$ cat src/rtl/sdma_agen_pkg.sv
package sdma_agen_pkg;
  localparam logic [7:0] OFS_ADDR = 8'h00;
  localparam logic [7:0] OFS_BSR  = 8'h04;
  localparam logic [7:0] OFS_BCNT = 8'h08;
  localparam logic [7:0] OFS_STAT = 8'h0C;
  localparam int         BND_LSB  = 12;
endpackage

$ cat src/rtl/sdma_agen_regs.sv
module sdma_agen_regs
  import sdma_agen_pkg::*;
#(
  parameter int ADDR_W = 32,
  parameter int BLK_W  = 10,
  parameter int CNT_W  = 16,
  parameter int BND_W  = 3
) (
  input  logic              clk,
  input  logic              rst_n,
  input  logic              reg_we,
  input  logic [7:0]        reg_addr,
  input  logic [BLK_W-1:0]  wr_size,
  input  logic [BND_W-1:0]  wr_bnd,
  input  logic [CNT_W-1:0]  wr_cnt,
  input  logic [1:0]        wr_clr,
  input  logic              busy,
  input  logic [ADDR_W-1:0] cur_addr,
  input  logic              set_irq,
  input  logic              set_done,
  output logic [BLK_W-1:0]  blk_size,
  output logic [BND_W-1:0]  bnd_sel,
  output logic [CNT_W-1:0]  blk_cnt,
  output logic              irq_flag,
  output logic              done_flag,
  output logic [31:0]       reg_rdata
);
  logic cfg_wr_ok;
  logic clr_irq, clr_done;

  assign cfg_wr_ok = reg_we & ~busy;
  assign clr_irq   = reg_we & (reg_addr == OFS_STAT) & wr_clr[0];
  assign clr_done  = reg_we & (reg_addr == OFS_STAT) & wr_clr[1];

  always_ff @(posedge clk or negedge rst_n) begin
    if (!rst_n) begin
      blk_size  <= '0;
      bnd_sel   <= '0;
      blk_cnt   <= '0;
      irq_flag  <= 1'b0;
      done_flag <= 1'b0;
    end else begin
      if (cfg_wr_ok && reg_addr == OFS_BSR) begin
        blk_size <= wr_size;
        bnd_sel  <= wr_bnd;
      end
      if (cfg_wr_ok && reg_addr == OFS_BCNT) blk_cnt <= wr_cnt;
      irq_flag  <= set_irq  | (irq_flag  & ~clr_irq);
      done_flag <= set_done | (done_flag & ~clr_done);
    end
  end

  always_comb begin
    reg_rdata = '0;
    case (reg_addr)
      OFS_ADDR: reg_rdata[ADDR_W-1:0] = cur_addr;
      OFS_BSR: begin
        reg_rdata[BND_LSB +: BND_W] = bnd_sel;
        reg_rdata[BLK_W-1:0]        = blk_size;
      end
      OFS_BCNT: reg_rdata[CNT_W-1:0] = blk_cnt;
      OFS_STAT: reg_rdata[1:0]       = {done_flag, irq_flag};
      default:  reg_rdata = '0;
    endcase
  end
endmodule

$ cat src/rtl/sdma_agen_bnd.sv
module sdma_agen_bnd #(
  parameter int ADDR_W     = 32,
  parameter int BND_W      = 3,
  parameter int BASE_SHIFT = 12
) (
  input  logic [ADDR_W-1:0] next_addr,
  input  logic [BND_W-1:0]  bnd_sel,
  output logic              bnd_hit
);
  localparam int N_SEL = 1 << BND_W;
  logic [N_SEL-1:0] hit_vec;

  for (genvar g = 0; g < N_SEL; g++) begin : g_sel
    assign hit_vec[g] = (next_addr[BASE_SHIFT+g-1:0] == '0);
  end

  assign bnd_hit = hit_vec[bnd_sel];
endmodule

$ cat src/rtl/sdma_agen_seq.sv
module sdma_agen_seq #(
  parameter int ADDR_W     = 32,
  parameter int BLK_W      = 10,
  parameter int CNT_W      = 16,
  parameter int BEAT_BYTES = 4
) (
  input  logic              clk,
  input  logic              rst_n,
  input  logic              xfer_start,
  input  logic              dma_en,
  input  logic              beat_valid,
  input  logic              addr_we,
  input  logic [ADDR_W-1:0] addr_wdata,
  input  logic [BLK_W-1:0]  blk_size,
  input  logic [CNT_W-1:0]  blk_cnt,
  input  logic              bnd_hit,
  output logic [ADDR_W-1:0] cur_addr,
  output logic [ADDR_W-1:0] next_addr,
  output logic              busy,
  output logic              beat_ready,
  output logic              set_irq,
  output logic              set_done
);
  localparam int BYTE_W = BLK_W + 1;

  logic [ADDR_W-1:0] addr_q;
  logic              busy_q, stall_q;
  logic [BYTE_W-1:0] byte_q, byte_nx;
  logic [CNT_W-1:0]  left_q;
  logic              beat_fire, blk_end, last_beat, start_ok;

  assign beat_ready = busy_q & ~stall_q;
  assign beat_fire  = beat_valid & beat_ready;
  assign next_addr  = addr_q + ADDR_W'(BEAT_BYTES);
  assign byte_nx    = byte_q + BYTE_W'(BEAT_BYTES);
  assign blk_end    = beat_fire & (byte_nx >= {1'b0, blk_size});
  assign last_beat  = blk_end & (left_q == CNT_W'(1));
  assign start_ok   = xfer_start & ~busy_q & (blk_cnt != '0);
  assign set_done   = last_beat;
  assign set_irq    = beat_fire & ~last_beat & dma_en & bnd_hit;
  assign cur_addr   = addr_q;
  assign busy       = busy_q;

  always_ff @(posedge clk or negedge rst_n) begin
    if (!rst_n) begin
      addr_q  <= '0;
      busy_q  <= 1'b0;
      stall_q <= 1'b0;
      byte_q  <= '0;
      left_q  <= '0;
    end else begin
      if (addr_we)        addr_q <= addr_wdata;
      else if (beat_fire) addr_q <= next_addr;

      if (start_ok)       busy_q <= 1'b1;
      else if (last_beat) busy_q <= 1'b0;

      if (start_ok)     stall_q <= 1'b0;
      else if (set_irq) stall_q <= 1'b1;
      else if (addr_we) stall_q <= 1'b0;

      if (start_ok || blk_end) byte_q <= '0;
      else if (beat_fire)      byte_q <= byte_nx;

      if (start_ok)     left_q <= blk_cnt;
      else if (blk_end) left_q <= left_q - CNT_W'(1);
    end
  end
endmodule

$ cat src/rtl/sdma_bndry_agen.sv
module sdma_bndry_agen
  import sdma_agen_pkg::*;
#(
  parameter int BLK_W      = 10,
  parameter int CNT_W      = 16,
  parameter int BND_W      = 3,
  parameter int BASE_SHIFT = 12,
  parameter int BEAT_BYTES = 4
) (
  input  logic        clk,
  input  logic        rst_n,
  input  logic        reg_we,
  input  logic [7:0]  reg_addr,
  input  logic [31:0] reg_wdata,
  output logic [31:0] reg_rdata,
  input  logic        xfer_start,
  input  logic        dma_en,
  input  logic        beat_valid,
  output logic        beat_ready,
  output logic [31:0] mem_addr,
  output logic        busy,
  output logic        dma_irq,
  output logic        xfer_done
);
  localparam int ADDR_W = 32;

  logic [BLK_W-1:0]  blk_size;
  logic [BND_W-1:0]  bnd_sel;
  logic [CNT_W-1:0]  blk_cnt;
  logic [ADDR_W-1:0] cur_addr, next_addr;
  logic              bnd_hit, set_irq, set_done, addr_we;

  assign addr_we  = reg_we & (reg_addr == OFS_ADDR);
  assign mem_addr = cur_addr;

  sdma_agen_regs #(
    .ADDR_W(ADDR_W), .BLK_W(BLK_W), .CNT_W(CNT_W), .BND_W(BND_W)
  ) u_regs (
    .clk(clk), .rst_n(rst_n), .reg_we(reg_we), .reg_addr(reg_addr),
    .wr_size(reg_wdata[BLK_W-1:0]), .wr_bnd(reg_wdata[BND_LSB +: BND_W]),
    .wr_cnt(reg_wdata[CNT_W-1:0]), .wr_clr(reg_wdata[1:0]),
    .busy(busy), .cur_addr(cur_addr), .set_irq(set_irq), .set_done(set_done),
    .blk_size(blk_size), .bnd_sel(bnd_sel), .blk_cnt(blk_cnt),
    .irq_flag(dma_irq), .done_flag(xfer_done), .reg_rdata(reg_rdata)
  );

  sdma_agen_bnd #(
    .ADDR_W(ADDR_W), .BND_W(BND_W), .BASE_SHIFT(BASE_SHIFT)
  ) u_bnd (
    .next_addr(next_addr), .bnd_sel(bnd_sel), .bnd_hit(bnd_hit)
  );

  sdma_agen_seq #(
    .ADDR_W(ADDR_W), .BLK_W(BLK_W), .CNT_W(CNT_W), .BEAT_BYTES(BEAT_BYTES)
  ) u_seq (
    .clk(clk), .rst_n(rst_n), .xfer_start(xfer_start), .dma_en(dma_en),
    .beat_valid(beat_valid), .addr_we(addr_we), .addr_wdata(reg_wdata),
    .blk_size(blk_size), .blk_cnt(blk_cnt), .bnd_hit(bnd_hit),
    .cur_addr(cur_addr), .next_addr(next_addr), .busy(busy),
    .beat_ready(beat_ready), .set_irq(set_irq), .set_done(set_done)
  );
endmodule

$ cat config.mk
export PLATFORM = sky130hd
export DESIGN_NAME = sdma_bndry_agen
export DESIGN_NICKNAME = d
export VERILOG_FILES = /design/src/rtl/sdma_agen_pkg.sv /design/src/rtl/sdma_agen_regs.sv /design/src/rtl/sdma_agen_bnd.sv /design/src/rtl/sdma_agen_seq.sv /design/src/rtl/sdma_bndry_agen.sv
export SDC_FILE = /design/constraint.sdc
export NUM_CORES = 1
export LEC_CHECK = 0
export CAP_MARGIN = 20
export CELL_PAD_IN_SITES_DETAIL_PLACEMENT = 1
export CELL_PAD_IN_SITES_GLOBAL_PLACEMENT = 2
export CORE_MARGIN = 2
export CORE_UTILIZATION = 34
export CTS_CLUSTER_SIZE = 30
export DETAILED_ROUTE_END_ITERATION = 12
export HOLD_SLACK_MARGIN = 0.15
export PLACE_DENSITY_LB_ADDON = 0.1
export REMOVE_ABC_BUFFERS = 1
export SLEW_MARGIN = 25
export SYNTH_ARGS = -nofsm -noshare
export SYNTH_HDL_FRONTEND = slang
export SYNTH_SLANG_ARGS = --single-unit
$ cat constraint.sdc
create_clock -name clk -period 5.2 [get_ports clk]
set_input_delay 1.04 -clock clk [delete_from_list [all_inputs] [get_ports clk]]
set_output_delay 1.04 -clock clk [all_outputs]
set_load 0.02 [all_outputs]
* Yosys cells after proc, flatten, opt, wreduce, memory -nomap -nowiden *
Index checks and enable logic that the tools add are counted.
Widths: inputs -> output; s select.

operators by class
  reduce and logical (&&, ||, !) cells = 18
  shift-type cells = 0
  equality and inequality tests = 4
  magnitude comparators = 2
  muxes and demuxes = 19
  bitwise gates (word level) = 23
  divide/modulo/power cells = 0
  add/subtract/negate cells = 3
  $mul = 0

operator list
  cell                   count
  $mux 32                2
  $mux 16                3
  $add 32x3->32 const B  1
  $pmux 8 s3             1
  $mux 11                2
  $logic_not 19->1       1
  $logic_not 18->1       1
  $logic_not 17->1       1
  $and 1x1->1            16
  $eq 16x1->1 const B    1
  $eq 8x4->1 const B     2
  $logic_not 16->1       1
  $reduce_bool 16->1     1
  $sub 16x1->16 const B  1
  $logic_not 15->1       1
  $logic_not 14->1       1
  $logic_not 13->1       1
  $logic_not 12->1       1
  $add 11x3->11 const B  1
  $ge 11x10->1           1
  $pmux 3 s3             1
  $eq 8x3->1 const B     1
  $logic_not 8->1        1
  $pmux 2 s4             1
  other kinds (11)       25

word-level totals
  RAM bits = 0
  bits in latches = 0
  flip-flop bits (word level) = 92
  memories = 0
  word-level logic and storage cells = 79
  output and inout port bits = 68
  bits of input ports = 46
  bits in read-only memories = 0

* Longest topological paths before layout *
Gate-level depths: netlist (run 1).

  depth after elaboration = 11
  depth in mapped cells = 13
  depth with buffers taken out = 12

* By module *
From an unflattened synthesis (run 1), not the netlist that was laid out.

unflattened totals
  cell total of the unflattened synthesis = 684
  area total of the unflattened synthesis = 6069.6 µm²

by module, submodules not included
  module           area an instance (µm²)  instances  cells each  seq. area each (µm²)
  sdma_agen_seq    4177.8                  1          512         1476.4
  sdma_agen_regs   1771.7                  1          156         775.7
  sdma_agen_bnd    91.3                    1          13          0.0
  sdma_bndry_agen  28.8                    1          3           0.0

* Worst setup path after synthesis (run 1) *
OpenSTA, ideal clock, no wires.

  path type = input to output
  start = input port reg_addr[5]
  end = output port reg_rdata[18]
  stages on the path = 6
  buffers on the path = 2
  path slack = 1.745 ns
  data required time = 4.160 ns
  arrival = 2.415 ns
  cell sequence = nor4_2 nand2_1 clkbuf_1 nor3_1 clkbuf_1 and2_1

between the ends
  longest elaborated chain between the ends = 2

ends and longest elaborated chain
  element          RTL line               RTL
  start, declared  sdma_bndry_agen.sv:13  input logic [7:0] reg_addr,
  $logic_not 8->1  sdma_agen_regs.sv:55   case (reg_addr)
  $mux 16          sdma_agen_regs.sv:55
  end, declared    sdma_bndry_agen.sv:15  output logic [31:0] reg_rdata,

Every way passes these cells.

* Worst setup path in the final report (run 1) *
Ends and elaborated chain as after synthesis.

==> results of run 1 <==
state kept, by name, indices dropped and copies added (netlist names):
name              flops
u_seq.busy            1
u_regs.done_flag      1
u_regs.blk_size      10
u_regs.irq_flag       1
u_seq.left_q         16
u_regs.bnd_sel        3
u_seq.byte_q          9
u_seq.stall_q         1
u_regs.blk_cnt       16
u_seq.cur_addr       32
where the power goes:
part | total (mW) | leakage [nW] | internal (mW) | switching [mW]
clock | 0.732 | 0.156 | 0.425 | 0.307
sequential | 0.974 | 1.17 | 0.802 | 0.173
combinational | 0.790 | 1.70 | 0.352 | 0.438
cells by family (layout without fill, tap and decap cells):
kind of cell / count (synthesis) / after routing / synth area share (%)
compound gates: 122 / 122 / 13.6
xor+xnor: 45 / 45 / 6.80
fa+ha+maj: 12 / 12 / 2.59
buf+inv: 67 / 166 / 4.86
flops: 90 / 90 / 38.9
mux: 47 / 47 / 9.20
simple gates: 266 / 266 / 24.0
metrics by stage:
| stage | setup slack (ns) | hold slack (ns) | cell area, µm² |
|---|---|---|---|
| 3_3_place_gp | 0.839 | 0.487 | 7100 |
| 6_report | 0.794 | 0.524 | 7430 |
| 5_1_grt | 0.591 | 0.577 | 7430 |
| 3_5_place_dp | 0.764 | 0.508 | 7100 |
| 2_1_floorplan | 1.52 | 0.460 | 5600 |
| 4_1_cts | 0.741 | 0.525 | 7420 |
worst reg2reg max path: cells and delay by family, from the launching register on:
| family | cells | cell delay (ns) |
|---|---|---|
| fa+ha+maj | 2 | 0.57 |
| xor+xnor | 1 | 0.15 |
| buf+inv | 1 | 0.10 |
| simple gates | 4 | 1.17 |
| compound gates | 4 | 0.88 |
| flops | 1 | 0.40 |
synthesized netlist by cell type (14+ instances only):
cell      instances
xnor2_1          30
and2_1           17
nand3_1          30
clkbuf_1         22
mux2_2           30
mux2i_1          15
dfrtp_1          90
xor2_1           15
nor4_1           14
inv_1            25
nand2_1          46
nor2_1           76
a21oi_1          64
nor3_1           19
layout make-up:
type,count,area (µm²)
clock buffers,9,225
clock inverters,7,98.8
fillers,1915,9210
inverters,25,93.8
multi-input cells,492,3270
flip-flops and latches,90,2250
well taps,220,275
repair buffers,125,1220
worst paths after layout:
| kind | from | endpoint | depth (start not counted) |
|---|---|---|---|
| worst max-delay path | reg_addr[5] | reg_rdata[18] | 8 |
| worst min-delay path | u_regs.done_flag$_DFF_PN0_ | u_regs.done_flag$_DFF_PN0_ | 2 |
| worst max register to register | u_seq.byte_q[2]$_DFFE_PN0N_ | u_seq.left_q[13]$_DFFE_PN0P_ | 12 |
| worst min register to register | u_regs.done_flag$_DFF_PN0_ | u_regs.done_flag$_DFF_PN0_ | 2 |
| max in group asynchronous | rst_n | u_seq.cur_addr[23]$_DFFE_PN0P_ | 2 |
| min in group asynchronous | rst_n | u_seq.cur_addr[28]$_DFFE_PN0P_ | 1 |
layer usage:
metal  share of wire [%]  global-route usage (%)  vias to the layer above
li1                    -                       -                     2502
met5                   0                       0                        -
met2                  46                    34.4                      117
met3                 4.5                    3.19                       18
met4                 1.4                    6.02                        0
met1                  48                    30.8                     2575
==> run metrics, run 1 <==
crit-path cells clkdlybuf4s50_1 > nor4_2 > nand2_1 > buf_4 > nor3_1 > buf_4 > and2_1 > clkdlybuf4s50_1; final std cells w/o fill 968; H-tree depth 3; Diodes inserted 0; Slew HR 36.6%; Pre-antenna DRT Iters 4; most frequent cells in the layout 112 x clkdlybuf4s50_1, 90 x dfrtp_1, 76 x nor2_1; initial drt markers 241; Synth cell types 67; Setup crit start kind primary input; utilization after layout 44.7%; Remaining DRCs 0; initial antenna violation count 0; largest net degree at the start of global routing 65; clock root buffer clkbuf_16; Critical Path Max Stage Delay 0.62 ns; Horiz. Die Dim 135 µm; setup TNS 0 ns; CTS Buffer Depth 2; Top FF cell, synth dfrtp_1; # port buffers 113; placed cell count 951; CTS tree yes; Leak 3.03 nW; # IOs 114; total number of vias 5212; die area 18100 µm²; Final Skew 0.0119 ns; RSZ-0062 raised after global routing false; Max Fanout on Critical Path 21; Area growth syn-to-layout 28.4%; Clock transition at path regs 0.07 ns; Initial Utilization 34.8%; critical path required time 4.16 ns; maximum VDD drop 161 µV; most common cell after layout, fill and taps aside clkdlybuf4s50_1; Sink Count 90; post-route ant nets 0; routability-driven placement congestion ratio 0.872; row count 47; Area contributors post-synth dfrtp_1 39%, mux2_2 5.8%, a21oi_1 5.5%; final slew viol count 0; Mean Syn Cell Area 8.92 µm²; Clock Latency Late Sink 0.35 ns; fraction of registers with async set/reset 100%; Chip Height 135 µm; Mapped Cells 649; first-pass GRT wire length 30500 µm; EDFF count, synth 0; number of global-route vias before repair 5392; Avg WL per Cell 19.7 µm; share of cells above drive strength 1 10.6%; CTS buffer count 9; largest area contributor in the netlist dfrtp_1; cts repair resizes 0; Period minus WS final 4.41 ns; # Post-CTS Setup Buffers 0; nets@finish 801; Final setup viols 0; Seq/Total Area, Yosys 38.9%; Syn Std Cell Area 5790 µm²; CP Buf/Inv Count 4; worst hold path class reg -> reg; All-Layer GR Usage 21.7%; Vias/cell 5.38; Yosys reg bits 90; flop2flop setup slack 1.83 ns; hold_buf cts 0; worst setup path class in -> out; slew of the pin with the lowest slew margin 0.948 ns; Fin. Hold Viols 0; synth warn 0; Power Density 336 nW/µm²; max-cap viol count 0; Slowest cell on crit path clkdlybuf4s50_1; Post-DP HPWL 14000 µm; maximum clock rate 227 MHz; Arr. time, crit path 3.37 ns; Setup crit end kind output port; CORE AREA 16600 µm²; Period Utilization, post-route 84.7%; grt ovf 0; Final Power 2.50 mW; Synth top area share 38.9%; outcome finished, final reports clean; CP top delay family buffers and inverters; WL final 19000 µm
No activity file was read; power rests on OpenSTA's default activity.
==> run 2, diff against run 1 <==
--- a/config.mk
+++ b/config.mk
@@ -9,7 +9,7 @@
 export CELL_PAD_IN_SITES_DETAIL_PLACEMENT = 1
 export CELL_PAD_IN_SITES_GLOBAL_PLACEMENT = 2
 export CORE_MARGIN = 2
-export CORE_UTILIZATION = 34
+export CORE_UTILIZATION = 29
 export CTS_CLUSTER_SIZE = 30
 export DETAILED_ROUTE_END_ITERATION = 12
 export HOLD_SLACK_MARGIN = 0.15
==> constraint.sdc (replaced) <==
create_clock -name clk -period 3.7 [get_ports clk]
set_input_delay 0.74 -clock clk [delete_from_list [all_inputs] [get_ports clk]]
set_output_delay 0.74 -clock clk [all_outputs]
set_load 0.02 [all_outputs]
==> run metrics, run 2 (synthesis gave the netlist of run 1 again) <==
post-route cell area 7610 µm² (+2.4%); critical path required time 2.96 ns (-1.20 ns); Remaining DRCs 0 (unchanged); Setup crit start kind primary input; nets@finish 817 (+2.0%); share of cells above drive strength 1 12.6% (+2.0 points); Max Fanout on Critical Path 13 (-38%); Arr. time, crit path 2.81 ns (-0.56 ns); utilization after layout 39.0% (-5.7 points); initial drt markers 259 (+7.5%); routability-driven placement congestion ratio 0.752 (-14%); CTS Buffer Depth 2 (unchanged); Final Skew 0.0103 ns (-0.00161 ns); Avg WL per Cell 20.4 µm (+3.7%); setup ws final 0.153 ns (-0.641 ns); outcome finished, final reports clean; All-Layer GR Usage 20.2% (-1.5 points); H-tree depth 3 (unchanged); first-pass GRT wire length 33400 µm (+9.7%); hold_buf cts 0 (unchanged); # IOs 114 (unchanged); Setup crit end kind output port; clock root buffer clkbuf_16; Power Density 465 nW/µm² (+38%); grt ovf 0 (unchanged); CTS tree yes; Chip Height 145 µm (+8.0%); Clock transition at path regs 0.07 ns (about the same); Area growth syn-to-layout 31.4%; Leak 3.11 nW (+2.8%); sequential power share 38.3% (-0.7 points); total number of vias 5387 (+3.4%); CORE AREA 19500 µm² (+17%); Final Power 3.54 mW (+42%); flop2flop setup slack 0.35 ns (-1.48 ns); worst hold path class in -> async; # Post-CTS Setup Buffers 0 (unchanged); # port buffers 113 (unchanged); maximum VDD drop 247 µV (+54%); NetSw 1.39 mW (+52%); Place WS 0.0809 ns (-0.683 ns); switching share of total power 39.3% (+2.6 points); most common cell after layout, fill and taps aside clkdlybuf4s50_1; Hold Slack 0.450 ns (-0.0736 ns); largest net degree at the start of global routing 59 (-9.2%); CTS buffer count 9 (unchanged); Area after DPL 7310 µm² (+2.9%); P_int 2.15 mW (+36%); final slew viol count 0 (unchanged); Clk pwr share 27.0% (-2.3 points); post-route ant nets 0 (unchanged); Filler cells 2285 (+19%); number of global-route vias before repair 5664 (+5.0%); maximum clock rate 282 MHz; RSZ-0062 raised after global routing false; row count 51 (+8.5%); max reg flops 32 (unchanged); Period minus WS final 3.55 ns; placed cell count 1013 (+6.5%); setup TNS 0 ns (unchanged); Vias/cell 5.24 (-2.8%); Horiz. Die Dim 145 µm (+8.0%); Fin. Hold Viols 0 (unchanged); most frequent cells in the layout 111 x clkdlybuf4s50_1, 90 x dfrtp_1, 76 x nor2_1; Slew HR 37.8% (+1.3 points); Sink Count 90 (unchanged); WL final 21000 µm (+10%); Clock Latency Late Sink 0.37 ns (+0.02 ns); Final setup viols 0 (unchanged); final std cells w/o fill 1029 (+6.3%); Pre-antenna DRT Iters 4 (unchanged); Period Utilization, post-route 95.9%; max-cap viol count 0 (unchanged); slew of the pin with the lowest slew margin 0.924 ns (-0.0247 ns); Diodes inserted 0 (unchanged); Initial Utilization 29.7% (-5.1 points); Post-DP HPWL 15600 µm (+11%); Logic pwr share 34.7% (+3.1 points); initial antenna violation count 0 (unchanged); worst setup path class in -> out; die area 21100 µm² (+17%)
run 2: timing repair:
item / in CTS / in global routing
endpoints found under the hold margin: 0 / 0
endpoints found under the setup margin: 0 / 1
gates resized for setup: 0 / 1
run 2: worst paths after layout:
| kind | startpoint | end | cells past startpoint |
|---|---|---|---|
| setup / recovery | reg_addr[5] | reg_rdata[26] | 7 |
| hold reg to reg | u_seq.left_q[15]$_DFFE_PN0P_ | u_seq.left_q[15]$_DFFE_PN0P_ | 1 |
| min in group clk | u_seq.left_q[15]$_DFFE_PN0P_ | u_seq.left_q[15]$_DFFE_PN0P_ | 1 |
| hold / removal | rst_n | u_seq.cur_addr[15]$_DFFE_PN0P_ | 1 |
| max in group asynchronous | rst_n | u_seq.cur_addr[1]$_DFFE_PN0P_ | 2 |
| setup reg to reg | u_seq.byte_q[2]$_DFFE_PN0N_ | u_seq.left_q[6]$_DFFE_PN0P_ | 12 |
run 2: per-layer routing:
metal / vias up / GRT usage [%] / share of wire, %
met5: - / 0 / 0
li1: 2550 / - / -
met2: 125 / 30.0 / 43
met4: 0 / 7.45 / 2.3
met3: 29 / 2.55 / 3.7
met1: 2683 / 29.9 / 51
run 2: critical path: stages:
cell	delay [ns]
clkdlybuf4s50_1	0.42
nor4_2	0.36
nand2_1	0.17
nor3_1	0.16
buf_4	0.20
and2_1	0.14
clkdlybuf4s50_1	0.61
run 2: final cells by class:
class | count | area (µm²) | share of cell area [%]
clock inverters | 7 | 71.3 | 0.937
multi-input cells | 492 | 3270 | 43.0
well taps | 265 | 332 | 4.36
inverters | 25 | 93.8 | 1.23
repair buffers | 141 | 1370 | 17.9
flip-flops and latches | 90 | 2250 | 29.6
clock buffers | 9 | 225 | 2.96
run 2: power groups by stage:
stage	clock [mW]	sequential, mW	combinational, mW
6_report	0.954	1.36	1.23
3_5_place_dp	0	1.37	1.23
2_1_floorplan	0	1.38	0.630
4_1_cts	0.978	1.35	1.24
5_1_grt	1.01	1.38	1.36
3_3_place_gp	0	1.36	1.19
